File: config.mk
export PLATFORM = sky130hd
export DESIGN_NAME = seg_page_xlate
export DESIGN_NICKNAME = d
export VERILOG_FILES = /design/src/rtl/xlate_pkg.sv /design/src/rtl/seg_class_table.sv /design/src/rtl/page_entry_table.sv /design/src/rtl/access_check.sv /design/src/rtl/seg_page_xlate.sv
export SDC_FILE = /design/constraint.sdc
export NUM_CORES = 1
export LEC_CHECK = 0
export ABC_AREA = 1
export BUFFER_PORTS_ARGS = -buffer_cell sky130_fd_sc_hd__buf_2
export CORE_MARGIN = 1
export CORE_UTILIZATION = 40
export CTS_CLUSTER_DIAMETER = 80
export DETAILED_ROUTE_END_ITERATION = 6
export PLACE_DENSITY = 0.68
export SLEW_MARGIN = 30
export SYNTH_ARGS = -nofsm -noshare
export SYNTH_HDL_FRONTEND = slang
export SYNTH_SLANG_ARGS = --single-unit
export TNS_END_PERCENT = 100
File: constraint.sdc
create_clock -name clk -period 1.6 [get_ports clk]
set_clock_uncertainty 0.1 [all_clocks]
set_input_delay 0.16 -clock clk [delete_from_list [all_inputs] [get_ports clk]]
set_output_delay 0.16 -clock clk [all_outputs]
set_load 0.01 [all_outputs]
File: src/rtl/xlate_pkg.sv
package xlate_pkg;
  typedef enum logic [1:0] {
    ACC_READ  = 2'b00,
    ACC_WRITE = 2'b01,
    ACC_FETCH = 2'b10,
    ACC_ALT   = 2'b11
  } acc_t;

  typedef enum logic [1:0] {
    FLT_NONE = 2'b00,
    FLT_PAGE = 2'b01,
    FLT_PROT = 2'b10
  } fault_t;
endpackage

File: src/rtl/seg_class_table.sv
module seg_class_table #(
  parameter int SEG_W = 2
) (
  input  logic             clk,
  input  logic             rst_n,
  input  logic             wr_en,
  input  logic [SEG_W-1:0] wr_seg,
  input  logic [1:0]       wr_cls,
  input  logic [SEG_W-1:0] rd_seg,
  output logic [1:0]       rd_cls
);
  localparam int NSEG = 1 << SEG_W;

  logic [1:0] cls_q [NSEG];

  for (genvar g = 0; g < NSEG; g++) begin : g_seg
    always_ff @(posedge clk) begin
      if (!rst_n)
        cls_q[g] <= 2'b00;
      else if (wr_en && wr_seg == SEG_W'(g))
        cls_q[g] <= wr_cls;
    end
  end

  assign rd_cls = cls_q[rd_seg];
endmodule

File: src/rtl/page_entry_table.sv
module page_entry_table #(
  parameter int SEG_W   = 2,
  parameter int PAGE_W  = 2,
  parameter int FRAME_W = 4
) (
  input  logic                    clk,
  input  logic                    rst_n,
  input  logic                    wr_en,
  input  logic [SEG_W+PAGE_W-1:0] wr_idx,
  input  logic                    wr_res,
  input  logic [FRAME_W-1:0]      wr_frame,
  input  logic [SEG_W+PAGE_W-1:0] rd_idx,
  output logic                    rd_res,
  output logic [FRAME_W-1:0]      rd_frame
);
  localparam int IDX_W = SEG_W + PAGE_W;
  localparam int NENT  = 1 << IDX_W;

  logic               res_q   [NENT];
  logic [FRAME_W-1:0] frame_q [NENT];

  for (genvar g = 0; g < NENT; g++) begin : g_ent
    always_ff @(posedge clk) begin
      if (!rst_n) begin
        res_q[g]   <= 1'b0;
        frame_q[g] <= '0;
      end else if (wr_en && wr_idx == IDX_W'(g)) begin
        res_q[g]   <= wr_res;
        frame_q[g] <= wr_frame;
      end
    end
  end

  assign rd_res   = res_q[rd_idx];
  assign rd_frame = frame_q[rd_idx];
endmodule

File: src/rtl/access_check.sv
module access_check
  import xlate_pkg::*;
(
  input  logic [1:0] cls,
  input  acc_t       acc,
  input  logic       resident,
  output fault_t     fault
);
  logic prot_bad;

  always_comb begin
    prot_bad = ((acc == ACC_WRITE) && !cls[1]) ||
               ((acc == ACC_FETCH) && !cls[0]);
    if (prot_bad)
      fault = FLT_PROT;
    else if (!resident)
      fault = FLT_PAGE;
    else
      fault = FLT_NONE;
  end
endmodule

File: src/rtl/seg_page_xlate.sv
module seg_page_xlate
  import xlate_pkg::*;
#(
  parameter int SEG_W   = 2,
  parameter int PAGE_W  = 2,
  parameter int OFF_W   = 11,
  parameter int FRAME_W = 4
) (
  input  logic                              clk,
  input  logic                              rst_n,
  input  logic                              req_valid,
  output logic                              req_ready,
  input  logic [SEG_W+PAGE_W+OFF_W-1:0]     req_vaddr,
  input  logic [1:0]                        req_acc,
  output logic                              out_valid,
  input  logic                              out_ready,
  output logic [FRAME_W+OFF_W-1:0]          out_paddr,
  output logic [1:0]                        out_fault,
  input  logic                              tbl_we,
  input  logic                              tbl_sel,
  input  logic [SEG_W-1:0]                  tbl_seg,
  input  logic [PAGE_W-1:0]                 tbl_page,
  input  logic [FRAME_W:0]                  tbl_data
);
  localparam int VA_W  = SEG_W + PAGE_W + OFF_W;
  localparam int PA_W  = FRAME_W + OFF_W;
  localparam int IDX_W = SEG_W + PAGE_W;

  logic [SEG_W-1:0]   va_seg;
  logic [IDX_W-1:0]   va_idx;
  logic [OFF_W-1:0]   va_off;
  logic [1:0]         seg_cls;
  logic               pg_res;
  logic [FRAME_W-1:0] pg_frame;
  fault_t             chk_fault;
  logic               take;

  assign va_seg = req_vaddr[VA_W-1 -: SEG_W];
  assign va_idx = req_vaddr[VA_W-1 -: IDX_W];
  assign va_off = req_vaddr[OFF_W-1:0];

  seg_class_table #(.SEG_W(SEG_W)) u_cls (
    .clk    (clk),
    .rst_n  (rst_n),
    .wr_en  (tbl_we && tbl_sel),
    .wr_seg (tbl_seg),
    .wr_cls (tbl_data[1:0]),
    .rd_seg (va_seg),
    .rd_cls (seg_cls)
  );

  page_entry_table #(.SEG_W(SEG_W), .PAGE_W(PAGE_W), .FRAME_W(FRAME_W)) u_pte (
    .clk      (clk),
    .rst_n    (rst_n),
    .wr_en    (tbl_we && !tbl_sel),
    .wr_idx   ({tbl_seg, tbl_page}),
    .wr_res   (tbl_data[FRAME_W]),
    .wr_frame (tbl_data[FRAME_W-1:0]),
    .rd_idx   (va_idx),
    .rd_res   (pg_res),
    .rd_frame (pg_frame)
  );

  access_check u_chk (
    .cls      (seg_cls),
    .acc      (acc_t'(req_acc)),
    .resident (pg_res),
    .fault    (chk_fault)
  );

  assign req_ready = !out_valid || out_ready;
  assign take      = req_valid && req_ready;

  always_ff @(posedge clk) begin
    if (!rst_n) begin
      out_valid <= 1'b0;
      out_paddr <= '0;
      out_fault <= FLT_NONE;
    end else if (take) begin
      out_valid <= 1'b1;
      out_fault <= chk_fault;
      out_paddr <= (chk_fault == FLT_NONE) ? PA_W'({pg_frame, va_off}) : '0;
    end else if (out_ready) begin
      out_valid <= 1'b0;
    end
  end

  assert_fault_zero_addr_R2: assert property (@(posedge clk) disable iff (!rst_n)
    (out_valid && out_fault != FLT_NONE) |-> (out_paddr == '0));

  assert_no_code3_R11: assert property (@(posedge clk) disable iff (!rst_n)
    out_valid |-> (out_fault != 2'b11));

  assert_hold_stall_R8: assert property (@(posedge clk) disable iff (!rst_n)
    (out_valid && !out_ready) |=> (out_valid && $stable(out_paddr) && $stable(out_fault)));

  assert_done_next_R7: assert property (@(posedge clk) disable iff (!rst_n)
    (req_valid && req_ready) |=> out_valid);
endmodule

# After elaboration in Yosys (flattened, before gate mapping)
# Memories as Yosys holds them, arrays and structs flattened.
# Cells that the tools add are included.
[totals]
ramBits = 88
wordCells = 199
inputBits = 32
output_inout_bits = 19
n_memories = 3
reg_bits = 18
[memory_table]
columns = ["name", "words", "width", "rd", "rd_clocked_by_memory_dff", "write_ports", "line_no", "rtl"]
rows = [
  ["u_pte.frame_q", 16, 4, 1, 0, 16, "page_entry_table.sv:20", "logic [FRAME_W-1:0] frame_q [NENT];"],
  ["u_pte.res_q", 16, 1, 1, 0, 16, "page_entry_table.sv:19", "logic res_q [NENT];"],
  ["u_cls.cls_q", 4, 2, 1, 0, 4, "seg_class_table.sv:14", "logic [1:0] cls_q [NSEG];"],
]
[op_classes]
mux = 102
reduce_logical = 35
n_eq_ne = 20
bitwise = 36
[ops]
columns = ["operator", "n"]
rows = [
  ["$mux 1", 80],
  ["$mux 4", 16],
  ["$or 1x1->1", 36],
  ["$eq 4x4->1 const B", 8],
  ["$logic_and 1x1->1", 25],
  ["$eq 4x3->1 const B", 4],
  ["$mux 15", 1],
  ["$mux 2", 5],
  ["$eq 4x2->1 const B", 2],
  ["$eq 2x2->1 const B", 3],
  ["$eq 2x1->1 const B", 2],
  ["$eq 4x1->1 const B", 1],
  ["$logic_not 1->1", 4],
  ["$logic_not 2->1", 2],
  ["$logic_not 4->1", 1],
  ["$logic_or 1x1->1", 2],
  ["$reduce_bool 2->1", 1],
]

# Depth between registers and ports, before layout
[logic_depth]
ltp_word = 7
mapped_depth = 11

# Modules after synthesis
# From an unflattened synthesis, not the netlist that was laid out.
[unflattened]
cells_unflattened = 695
hier_area_um2 = 5472.7
[by_module_without_submodules]
columns = ["module", "area_per_inst_um2", "cells_each", "instances"]
rows = [
  ["page_entry_table", 4040.1, 478, 1],
  ["seg_page_xlate", 923.4, 149, 1],
  ["seg_class_table", 464.2, 59, 1],
  ["access_check", 45.0, 9, 1],
]

# Worst setup path after synthesis
# OpenSTA, ideal clock, no wires.
[synth_path]
kind = "register to register"
from = "register out_valid"
to = "register out_paddr[1]"
t_arrival_ns = 1.321
t_required_ns = 1.429
period_less_slack_ns = 1.492
stages_incl_launch_ff = 9
slack_ns = 0.108
path_cell_list = "dfxtp_1 nand2_1 nand2_1 inv_1 nand2_1 nor2_4 buf_6 nand3_2 a21oi_2"
[synth_between]
elab_chain_cells = 3
[synth_rtl]
columns = ["item", "line_no", "rtl"]
rows = [
  ["from (decl)", "seg_page_xlate.sv:15", "output logic out_valid,"],
  ["from (signal assigned)", "seg_page_xlate.sv:76", "out_valid <= 1'b0;"],
  ["from (signal assigned)", "seg_page_xlate.sv:80", "out_valid <= 1'b1;"],
  ["from (signal assigned)", "seg_page_xlate.sv:84", "out_valid <= 1'b0;"],
  ["$logic_not 1->1", "seg_page_xlate.sv:71", "assign req_ready = !out_valid || out_ready;"],
  ["$logic_or 1x1->1", "seg_page_xlate.sv:71", ""],
  ["net req_ready", "seg_page_xlate.sv:12", "output logic req_ready,"],
  ["$logic_and 1x1->1", "seg_page_xlate.sv:72", "assign take = req_valid && req_ready;"],
  ["to (signal assigned)", "seg_page_xlate.sv:82", "out_paddr <= (chk_fault == FLT_NONE) ? PA_W'({pg_frame, va_off}) : '0;"],
  ["to (decl)", "seg_page_xlate.sv:17", "output logic [FRAME_W+OFF_W-1:0] out_paddr,"],
]
# The timed path passes the listed nets, and every way through them passes these cells.
# A chain may end at the register's enable or synchronous reset.

# Worst setup path after layout
[layout_path]
from = "memory u_cls.cls_q[3][1]"
to = "register out_fault[1]"
[layout_between]
elab_chain_cells = 5
[layout_rtl]
columns = ["item", "line_no", "rtl"]
rows = [
  ["from (decl)", "seg_class_table.sv:14", ""],
  ["$mem_v2 4x2", "-", ""],
  ["$logic_not 1->1", "access_check.sv:12", "prot_bad = ((acc == ACC_WRITE) && !cls[1]) ||"],
  ["$logic_and 1x1->1", "access_check.sv:12", ""],
  ["$logic_or 1x1->1", "access_check.sv:12", ""],
  ["$mux 2", "access_check.sv:14", "if (prot_bad)"],
  ["to (signal assigned)", "seg_page_xlate.sv:81", "out_fault <= chk_fault;"],
  ["to (decl)", "seg_page_xlate.sv:18", "output logic [1:0] out_fault,"],
]
# Every way passes these cells.

==> impl_metrics.ini <==
[yosys]
synth.avg_cell_area_um2 = 9.00
ys_seq_area_frac = 0.582
synth_cells = 571
syn-num-nets = 603
synth_top_area_cell = edfxtp_1
synth-seq-cells = 106
synth_top_area_share = 0.508
syn-cell-area_mm2 = 0.00514
ys_warn_count = 0
ys_types = 25
netlist_top_cells_area = edfxtp_1, nand2_1, nand3_1, dfxtp_1, nor2_1

[cells_and_area]
nFillCells = 1139
drive_above_1_share = 0.208
multi_input_area_mm2 = 0.00183
finalNetCount = 676
n_antenna_cell = 0
area_growth_syn_to_layout_pct = 19.9
seq_area_mm2 = 0.00299

[clocking]
clock-sinks = 106
cts_htree_levels = 3
cts_tree = built
root_buffer = clkbuf_16
cts_buffers = 9
clk_path_buf_depth = 2
clk_pin_slew_ns = 0.07
clk_latency_ns = 0.35

[critical_path]
worstSetupPathType = register to register
crit_family = simple AND/OR/NAND/NOR gates
path_common_cell = o21ai_0
startpoint_type = register
crit_required_ns = 1.80
worst-path-buf-inv = 2
worst-path-stages = 7
cp.arrival_ns = 1.68
slowest_stage = edfxtp_1
worstPathCellList = o21ai_0 > o21ai_0 > nor2_1 > nor2_4 > buf_12 > or2_2 > inv_1
r2r_cells = 7
crit_path_max_fanout = 17
critical-path-max-stage-delay_ns = 0.38
end_kind = register

[detailed_routing]
drt-wirelength-per-cell_um = 14.1
viasPerCell = 5.00
drtAntennaViolNets = 0
routed_wl_mm = 11.6
drc_errors = 0
firstDrtPassIters = 5
first_iter_violations = 329
vias = 4101

[sta]
finalSetupViolCount = 0
post-route-period-util = 0.922
timing.final.ws_setup_ns = 0.125
finalHoldViolCount = 0
slew_headroom = 0.600
tightest_slew_ns = 0.596
period_needed_ns = 1.47
maxSlewViolCount = 0
grt_setup_unrepaired = false
fmax_ghz = 0.678

[global_routing]
grt_util_all_layers = 0.184
grt_pass1_wl_mm = 18.5
antenna_found_initial = 0
overflow = 0
grt_pass1_vias = 3865
grt_max_degree = 25

[pwr]
p_leak_nw = 2.60
vdd_drop_max_v = 0.000671
finalPower_mw = 6.24
powerDensity_mw_per_mm2 = 1010

[floorplan]
die_x_um = 115
core-area_mm2 = 0.0126
die_area_mm2 = 0.0133
initial_core_util = 0.409
rows = 41
ios = 51
die_y_um = 115

[worst_hold_path]
whs_path_depth = 4
hp-class = primary input to register

[placement]
port_buffers = 50
dp.final_hpwl_mm = 8.12
gp_congestion = 0.889
place_ws_ns = -0.0125

[flow_run]
cap_violations = 0

[run_status]
status = finished clean
-- report_power, final --
group / switching [mW] / internal (mW)
logic: 0.455 / 0.256
clock network: 0.963 / 1.39
registers: 0.0501 / 3.13
-- sequential cells by signal (all words and copies together), names as in the netlist --
register / cells
u_pte.frame_q: 64
out_fault: 2
out_paddr: 15
u_pte.res_q: 16
u_cls.cls_q: 8
out_valid: 1
-- Yosys cell counts (all sizes together) --
master  number
clkinv       2
or2          1
nand2      176
dfxtp       19
edfxtp      87
o21ai        6
nand3       95
a21oi       18
o22ai        1
clkbuf      13
nor2        98
inv         35
buf         18
nor3         2
-- worst reg2reg max path: stages (launching register included) --
cell,delay [ns]
edfxtp_1,0.38
o21ai_0,0.16
o21ai_0,0.09
nor2_1,0.18
nor2_4,0.05
buf_12,0.15
or2_2,0.27
inv_1,0.05
-- per-stage QoR --
stage | instance area (um2) | utilization | instances | setup TNS, ns | hold WS [ns]
after floorplan | 5140 | - | 571 | 0 | 0.203
after global placement | 5680 | 0.452 | 792 | 0 | 0.322
after detailed placement | 5680 | 0.452 | 792 | -0.0150 | 0.326
after CTS | 6130 | 0.488 | 820 | 0 | 0.0553
after global routing | 6160 | 0.490 | 821 | 0 | 0.0565
final | 6160 | 0.490 | 821 | 0 | 0.0618
-- layer usage --
layer | share of wire | track usage
met5 | 0 | 0
met4 | 0.022 | 0.100
met3 | 0.066 | 0.0316
met2 | 0.51 | 0.312
met1 | 0.40 | 0.223
-- path summary, 6_finish.rpt --
check / startpoint / to / slack [ns]
max: u_cls.cls_q[3][1] / out_fault[1] / 0.13
min: rst_n / out_fault[1] / 0.06
max reg2reg: u_cls.cls_q[3][1] / out_fault[1] / 0.13
min reg2reg: out_paddr[13] / out_paddr[13] / 0.37
-- placed cells by master, fill, tap and decap left out, types with 2 or more instances in the layout --
cell,count
nand2_1,173
clkinv_1,2
nand3_2,17
clkbuf_16,12
nand3_1,77
edfxtp_1,87
o21ai_0,6
a21oi_1,8
nor2_1,97
dfxtp_1,19
a21oi_2,10
buf_12,4
buf_4,27
buf_2,50
inv_2,3
nor3_2,2
dlygate4sd3_1,12
inv_1,32
-- cell families (layout without fill, tap and decap cells) --
kind of cell	Yosys count	after routing	share of synthesized area
AOI/OAI and AO/OA	25	25	0.0319
buffers and inverters	68	146	0.0640
DFF	106	106	0.582
and+or+nand+nor	372	372	0.322
-- cell type report --
| class | count | share of cell area |
|---|---|---|
| clock buffer | 13 | 0.0510 |
| clock inverter | 3 | 0.00325 |
| inverter | 37 | 0.0225 |
| multi-input combinational | 397 | 0.296 |
| sequential | 106 | 0.486 |
| tap | 172 | 0.0349 |
| timing repair buffer | 93 | 0.106 |
-- what timing repair did --
action | in CTS | in global routing
gates resized for setup | 0 | 1
setup endpoints to repair | 0 | 17
buffers inserted | 0 | 1
hold buffers | 12 | 0
endpoints found under the hold margin | 12 | 0
Power figures use the tool's default switching activity.
